`src/rtl/pwm_db_pkg.sv`:
```
package pwm_db_pkg;

  typedef enum logic {
    DIR_DOWN = 1'b0,
    DIR_UP   = 1'b1
  } dir_e;

  typedef struct packed {
    logic hi;
    logic lo;
  } gate_pair_t;

endpackage

```
`src/rtl/pwm_carrier.sv`:
```
module pwm_carrier #(
  parameter int CW = 16
) (
  input  logic          clk,
  input  logic          rst,
  input  logic [CW-1:0] period_in,
  output logic [CW-1:0] cnt_o,
  output logic          at_min_o
);
  import pwm_db_pkg::*;

  logic [CW-1:0] cnt_q;
  logic [CW-1:0] per_q;
  dir_e          dir_q;
  logic          past_ok_q;

  always_ff @(posedge clk) begin
    if (rst) begin
      cnt_q     <= '0;
      per_q     <= '0;
      dir_q     <= DIR_UP;
      past_ok_q <= 1'b0;
    end else begin
      past_ok_q <= 1'b1;
      if (cnt_q == '0) begin
        per_q <= period_in;
        dir_q <= DIR_UP;
        cnt_q <= (period_in == '0) ? '0 : CW'(1);
      end else if (dir_q == DIR_UP) begin
        if (cnt_q >= per_q) begin
          cnt_q <= cnt_q - 1'b1;
          dir_q <= DIR_DOWN;
        end else begin
          cnt_q <= cnt_q + 1'b1;
        end
      end else begin
        cnt_q <= cnt_q - 1'b1;
      end
    end
  end

  assign cnt_o    = cnt_q;
  assign at_min_o = (cnt_q == '0);

  // carrier never leaves [0, P]
  assert_carrier_range_R1: assert property (@(posedge clk) disable iff (rst)
    cnt_q <= per_q);

  // unit step per clock, or rest at zero
  assert_carrier_step_R1: assert property (@(posedge clk) disable iff (rst)
    past_ok_q |-> ((cnt_q == $past(cnt_q) + 1'b1) ||
                   ($past(cnt_q) == cnt_q + 1'b1) ||
                   (cnt_q == '0 && $past(cnt_q) == '0)));

  // carrier starts from zero after reset
  assert_carrier_reset_R8: assert property (@(posedge clk)
    rst |=> (cnt_q == '0));

endmodule

```
`src/rtl/pwm_leg_compare.sv`:
```
module pwm_leg_compare #(
  parameter int CW = 16
) (
  input  logic          clk,
  input  logic          rst,
  input  logic [CW-1:0] mod_in,
  input  logic [CW-1:0] period_in,
  input  logic [CW-1:0] cnt_i,
  input  logic          at_min_i,
  output logic          ideal_o
);
  localparam int PW = 2 * CW;

  logic [CW-1:0] ofs;
  logic [PW-1:0] prod;
  logic [CW-1:0] thr_nx;
  logic [CW-1:0] thr_q;

  // offset-binary form of the signed word, then scale to [0, P)
  always_comb begin
    ofs    = {~mod_in[CW-1], mod_in[CW-2:0]};
    prod   = {{CW{1'b0}}, ofs} * {{CW{1'b0}}, period_in};
    thr_nx = CW'(prod >> CW);
  end

  always_ff @(posedge clk) begin
    if (rst) begin
      thr_q <= '0;
    end else if (at_min_i) begin
      thr_q <= thr_nx;
    end
  end

  assign ideal_o = (cnt_i >= thr_q);

  // threshold only moves at the carrier minimum
  assert_thr_hold_R2: assert property (@(posedge clk) disable iff (rst)
    !at_min_i |=> $stable(thr_q));

endmodule

```
`src/rtl/pwm_deadband.sv`:
```
module pwm_deadband #(
  parameter int DW = 8
) (
  input  logic                   clk,
  input  logic                   rst,
  input  logic                   ideal_i,
  input  logic [DW-1:0]          dead_in,
  output pwm_db_pkg::gate_pair_t gate_o
);
  import pwm_db_pkg::*;

  logic          last_q;
  logic [DW-1:0] dc_q;
  logic [DW-1:0] dc_nx;
  logic          quiet;
  gate_pair_t    gate_q;
  logic          past_ok_q;

  always_comb begin
    if (ideal_i != last_q) begin
      dc_nx = dead_in;
    end else if (dc_q != '0) begin
      dc_nx = dc_q - 1'b1;
    end else begin
      dc_nx = '0;
    end
    quiet = (dc_nx == '0);
  end

  always_ff @(posedge clk) begin
    if (rst) begin
      last_q    <= 1'b0;
      dc_q      <= '0;
      gate_q    <= '0;
      past_ok_q <= 1'b0;
    end else begin
      past_ok_q <= 1'b1;
      last_q    <= ideal_i;
      dc_q      <= dc_nx;
      gate_q.hi <= ideal_i & quiet;
      gate_q.lo <= ~ideal_i & quiet;
    end
  end

  assign gate_o = gate_q;

  // no shoot-through
  assert_no_overlap_R4: assert property (@(posedge clk) disable iff (rst)
    !(gate_q.hi && gate_q.lo));

  // a gate is only high when its ideal level was high
  assert_hi_follows_R3: assert property (@(posedge clk) disable iff (rst)
    (past_ok_q && gate_q.hi) |-> $past(ideal_i));

  assert_lo_follows_R3: assert property (@(posedge clk) disable iff (rst)
    (past_ok_q && gate_q.lo) |-> !$past(ideal_i));

  // with a nonzero dead interval, a gate only rises out of an all-off cycle
  assert_rise_after_dead_R6: assert property (@(posedge clk) disable iff (rst)
    (past_ok_q && ($rose(gate_q.hi) || $rose(gate_q.lo)) && ($past(dead_in) != '0))
      |-> $past(!gate_q.hi && !gate_q.lo));

  // reset turns both gates off
  assert_gate_reset_R8: assert property (@(posedge clk)
    rst |=> (!gate_q.hi && !gate_q.lo));

endmodule

```
`src/rtl/pwm_deadband_top.sv`:
```
module pwm_deadband_top #(
  parameter int NCH = 3,
  parameter int CW  = 16,
  parameter int DW  = 8
) (
  input  logic             clk,
  input  logic             rst,
  input  logic [NCH*CW-1:0] mod_in,
  input  logic [CW-1:0]    period_in,
  input  logic [DW-1:0]    dead_in,
  output logic [NCH-1:0]   gate_hi,
  output logic [NCH-1:0]   gate_lo
);
  import pwm_db_pkg::*;

  logic [CW-1:0] carrier;
  logic          at_min;

  pwm_carrier #(.CW(CW)) carrier_i (
    .clk       (clk),
    .rst       (rst),
    .period_in (period_in),
    .cnt_o     (carrier),
    .at_min_o  (at_min)
  );

  for (genvar ch = 0; ch < NCH; ch++) begin : g_leg
    logic       ideal;
    gate_pair_t pair;

    pwm_leg_compare #(.CW(CW)) cmp_i (
      .clk       (clk),
      .rst       (rst),
      .mod_in    (mod_in[ch*CW +: CW]),
      .period_in (period_in),
      .cnt_i     (carrier),
      .at_min_i  (at_min),
      .ideal_o   (ideal)
    );

    pwm_deadband #(.DW(DW)) db_i (
      .clk     (clk),
      .rst     (rst),
      .ideal_i (ideal),
      .dead_in (dead_in),
      .gate_o  (pair)
    );

    assign gate_hi[ch] = pair.hi;
    assign gate_lo[ch] = pair.lo;
  end

endmodule

```
`config.mk`:
```
export PLATFORM = sky130hd
export DESIGN_NAME = pwm_deadband_top
export DESIGN_NICKNAME = d
export VERILOG_FILES = /design/src/rtl/pwm_db_pkg.sv /design/src/rtl/pwm_carrier.sv /design/src/rtl/pwm_leg_compare.sv /design/src/rtl/pwm_deadband.sv /design/src/rtl/pwm_deadband_top.sv
export SDC_FILE = /design/constraint.sdc
export NUM_CORES = 2
export LEC_CHECK = 0
export BUFFER_PORTS_ARGS = -buffer_cell sky130_fd_sc_hd__buf_2
export CAP_MARGIN = 20
export CORE_MARGIN = 2
export CORE_UTILIZATION = 40
export CTS_CLUSTER_SIZE = 8
export DETAILED_ROUTE_END_ITERATION = 10
export PLACE_DENSITY = 0.62
export SYNTH_ARGS = -nofsm -noshare
export SYNTH_HDL_FRONTEND = slang
export SYNTH_SLANG_ARGS = --single-unit
```
`constraint.sdc`:
```
create_clock -name clk -period 6.2 [get_ports clk]
set_input_delay 0 -clock clk [delete_from_list [all_inputs] [get_ports clk]]
set_output_delay 0 -clock clk [all_outputs]
set_load 0.03 [all_outputs]
```
==> summary.txt <==
outcome -> complete, no violations
cell taking the most area after synthesis -> sky130_fd_sc_hd__fa_1
largest cells by area after synthesis -> sky130_fd_sc_hd__fa_1 38%, sky130_fd_sc_hd__ha_1 15%, sky130_fd_sc_hd__inv_1 9.0%
Net Count, Synth -> 4,557
Gate Count Post-Synth -> 3,532
standard cell core area -> 75,700 um^2
Gate power share -> 88.5%
start point of the worst hold path -> dead_in[0]
chip width -> 280 um
RSZ-0062 raised after global routing -> false
distinct cell type count after synthesis -> 65
Layout Area Growth over Synthesis -> 9.97%
antenna diode instance count -> 0
share of total power in sequential cells -> 6.2%
crit path capture type -> register
final-stage net count -> 4,654
Bufs on Longest Clock Path -> 2
Detail Placement HPWL -> 62,600 um
share of total power in the clock network -> 5.3%
register-to-register path setup slack -> 2480 ps
critical path launch point type -> primary input
y dimension of the die -> 280 um
number of flops mapped to enable cells by yosys -> 0
Data arrival, critical path -> 6210 ps
CTS HTree Levels -> 4
number of synthesized register bits -> 114
Clk Latency, worst-skew pair -> 430 ps
area after detailed placement -> 32,900 um^2
total power draw -> 18.8 mW
first-pass GRT wire length -> 128,000 um
clock transition at the registers of the reported paths -> 70 ps
cell count of the worst hold path -> 4
largest voltage drop on the vdd net -> 0.000662 V
total wire length -> 75,900 um
CTS tree -> done
# Max-Cap Violations -> 0
number of input and output port buffers inserted -> 79
cells on worst reg2reg path -> 10
switching power -> 9.84 mW
share of post-route cells with drive strength above 1 -> 7.91%
wire per inst -> 16.4 um
total via count after detailed routing -> 23,100
mapped cell area -> 30,500 um^2
cell at the root of the clock tree -> sky130_fd_sc_hd__clkbuf_16
grt total ovfl -> 0
minimum clock period after layout -> 5850 ps
post-route ant nets -> 0
internal power consumption -> 9.00 mW
Worst Tran Pin Value -> 920 ps
Warnings, synthesis -> 0
post-route design area -> 33,500 um^2
worst path setup slack after routing -> 351 ps
Power Density -> 562 nW/um^2
Hold Crit Endpoint -> g_leg[2].db_i.dc_q[0]
Required @ worst endpoint -> 6560 ps
Pleak -> 16.8 nW
share of the clock period used by the worst path -> 94.3%
headroom to the max-slew limit -> 37.9%
boundary pin count -> 80
number of clock sinks -> 114
sequential cell area fraction in the yosys report -> 7.48%
drc violations -> 0
Via density -> 5.01
startpoint of the worst-slack reg-to-reg timing path -> carrier_i.cnt_o[7]
Iteration-0 DRC Markers -> 1,265
worst clock skew -> 16.2 ps
CP max FO -> 24
Synth Flop Type -> sky130_fd_sc_hd__dfxtp_1
total setup buffers inserted after CTS -> 0
fraction of power spent switching nets -> 52.2%
number of filler instances in the final layout -> 7,392
Critical R2R Capture -> g_leg[2].cmp_i.thr_q[12]
largest net degree at the start of global routing -> 60
worst hold slack -> 14.1 ps
Async S/R FF share, synth -> 0%
GRT Util Overall -> 20.4%
final weighted congestion of routability-driven global placement -> 0.855
top cell type's share of synthesized area -> 38.0%
iteration count of the initial detailed-routing pass -> 7
post-synthesis average cell area -> 8.64 um^2
initial core utilization -> 40.3%
critical path class -> in -> reg
Achievable Freq -> 171 MHz
number of CTS-inserted buffers -> 17
standard-cell rows -> 101
setup violation total in the final timing report -> 0
number of antenna violations at the first check in global routing -> 0
beginning of the critical path -> period_in[5]
final slew viol count -> 0
number of global-route vias before repair -> 24,500
placement-stage worst setup slack -> -241 ps
hold crit path type -> in -> reg
Die ar. -> 78,500 um^2
number of hold violations in the final report -> 0
==> cell usage in the layout, fill, tap and decap left out, types with 44 or more instances in the layout <==
cell	Yosys	layout
sky130_fd_sc_hd__buf_2	4	77
sky130_fd_sc_hd__o21ai_0	47	47
sky130_fd_sc_hd__nand2_1	547	547
sky130_fd_sc_hd__a21oi_1	111	111
sky130_fd_sc_hd__xnor2_1	44	44
sky130_fd_sc_hd__inv_1	730	730
sky130_fd_sc_hd__and2_1	321	321
sky130_fd_sc_hd__buf_4	0	145
sky130_fd_sc_hd__nor2_1	71	71
sky130_fd_sc_hd__dfxtp_1	114	114
sky130_fd_sc_hd__ha_1	372	372
sky130_fd_sc_hd__fa_1	579	579
==> logic make-up (layout without fill, tap and decap cells) <==
group	after synthesis	count (layout)	synth area share (%)
buffers and inverters	894	1004	11.0
adder cells (fa/ha/maj)	951	951	53.3
AO/OA/AOI/OAI	321	321	6.65
multiplexers	26	26	0.874
AND/OR/NAND/NOR	1154	1154	18.6
XOR/XNOR	72	72	2.07
flip-flops	114	114	7.48
==> cell type report <==
cell class	count	area (um^2)	area share [%]
Multi-Input combinational cell	2524	24900	74.1
Inverter	730	2740	8.17
Sequential cell	114	2280	6.80
Timing Repair Buffer	242	1840	5.49
Tap cell	978	1220	3.65
Clock buffer	17	425	1.27
Clock inverter	15	159	0.474
==> power groups by stage <==
stage | combinational (mW) | clock, mW | sequential, mW
after floorplan | 11.8 | 0 | 1.09
after global placement | 16.6 | 0 | 1.17
after detailed placement | 16.6 | 0 | 1.17
after CTS | 16.8 | 1.02 | 1.16
after global routing | 19.2 | 1.05 | 1.19
final | 16.7 | 0.999 | 1.16
==> per-layer routing <==
layer | up-vias | track usage (%) | part of all wire [%]
met5 | - | 0 | 0
li1 | 11000 | - | -
met2 | 474 | 34.9 | 48
met1 | 11600 | 28.3 | 46
met3 | 69 | 1.71 | 4.3
met4 | 0 | 3.73 | 1.6
==> critical path: stages <==
cell	delay (ps)
sky130_fd_sc_hd__clkbuf_4	290
sky130_fd_sc_hd__buf_4	260
sky130_fd_sc_hd__and2_1	150
sky130_fd_sc_hd__fa_1	500
sky130_fd_sc_hd__inv_1	50
sky130_fd_sc_hd__fa_1	390
sky130_fd_sc_hd__fa_1	450
sky130_fd_sc_hd__fa_1	490
sky130_fd_sc_hd__inv_1	60
sky130_fd_sc_hd__fa_1	530
sky130_fd_sc_hd__inv_1	50
sky130_fd_sc_hd__fa_1	480
sky130_fd_sc_hd__inv_1	40
sky130_fd_sc_hd__ha_1	300
sky130_fd_sc_hd__and4_1	180
sky130_fd_sc_hd__and4_1	200
sky130_fd_sc_hd__a31oi_1	250
sky130_fd_sc_hd__a311oi_1	140
sky130_fd_sc_hd__buf_4	180
sky130_fd_sc_hd__o2111ai_2	230
sky130_fd_sc_hd__o21ai_0	160
sky130_fd_sc_hd__buf_4	170
sky130_fd_sc_hd__or4b_1	450
sky130_fd_sc_hd__a31oi_1	170
==> registers in the layout (all words and copies together) (netlist names) <==
register	cells
g_leg.db_i.gate_o	6
g_leg.db_i.dc_q	24
carrier_i.per_q	16
carrier_i.cnt_o	16
g_leg.cmp_i.thr_q	48
g_leg.db_i.last_q	3
carrier_i.dir_q	1
==> worst max-delay path by stage <==
stage	slack (ps)	cells after the start	end
3_3_place_gp	-160	24	g_leg[0].cmp_i.thr_q[12]
6_report	350	24	g_leg[0].cmp_i.thr_q[12]
5_1_grt	10	24	g_leg[0].cmp_i.thr_q[12]
3_5_place_dp	-240	24	g_leg[0].cmp_i.thr_q[12]
2_1_floorplan	180	22	g_leg[1].cmp_i.thr_q[9]
4_1_cts	210	23	g_leg[0].cmp_i.thr_q[12]
==> stage by stage <==
stage | utilization (%) | instances | TNS [ps]
floorplan | - | 3532 | 0
global placement | 43.5 | 4584 | -461
detailed placement | 43.5 | 4584 | -1180
CTS | 44.3 | 4618 | 0
global route | 44.3 | 4620 | 0
finish | 44.3 | 4620 | 0
==> cells in the mapped netlist, types with 6 or more instances <==
library cell	number
sky130_fd_sc_hd__a211oi_1	21
sky130_fd_sc_hd__a21o_1	38
sky130_fd_sc_hd__a21oi_1	111
sky130_fd_sc_hd__a31oi_1	15
sky130_fd_sc_hd__and2_1	321
sky130_fd_sc_hd__and3_1	10
sky130_fd_sc_hd__clkbuf_1	156
sky130_fd_sc_hd__dfxtp_1	114
sky130_fd_sc_hd__fa_1	579
sky130_fd_sc_hd__ha_1	372
sky130_fd_sc_hd__inv_1	730
sky130_fd_sc_hd__mux2i_1	21
sky130_fd_sc_hd__nand2_1	547
sky130_fd_sc_hd__nand2b_1	40
sky130_fd_sc_hd__nand3_1	18
sky130_fd_sc_hd__nand4_1	20
sky130_fd_sc_hd__nor2_1	71
sky130_fd_sc_hd__nor2b_1	38
sky130_fd_sc_hd__nor3_1	24
sky130_fd_sc_hd__nor3b_1	8
sky130_fd_sc_hd__nor4_1	15
sky130_fd_sc_hd__o211ai_1	8
sky130_fd_sc_hd__o21a_1	6
sky130_fd_sc_hd__o21ai_0	47
sky130_fd_sc_hd__o22ai_1	10
sky130_fd_sc_hd__o31ai_1	24
sky130_fd_sc_hd__or3_1	15
sky130_fd_sc_hd__or4_1	6
sky130_fd_sc_hd__xnor2_1	44
sky130_fd_sc_hd__xor2_1	28
==> repair_timing <==
action / in CTS / in global routing
hold buffers: 2 / 0
endpoints found under the hold margin: 6 / 0
endpoints found under the setup margin: 0 / 11
resized for setup: 0 / 4
(Power assumes the default switching activity.)
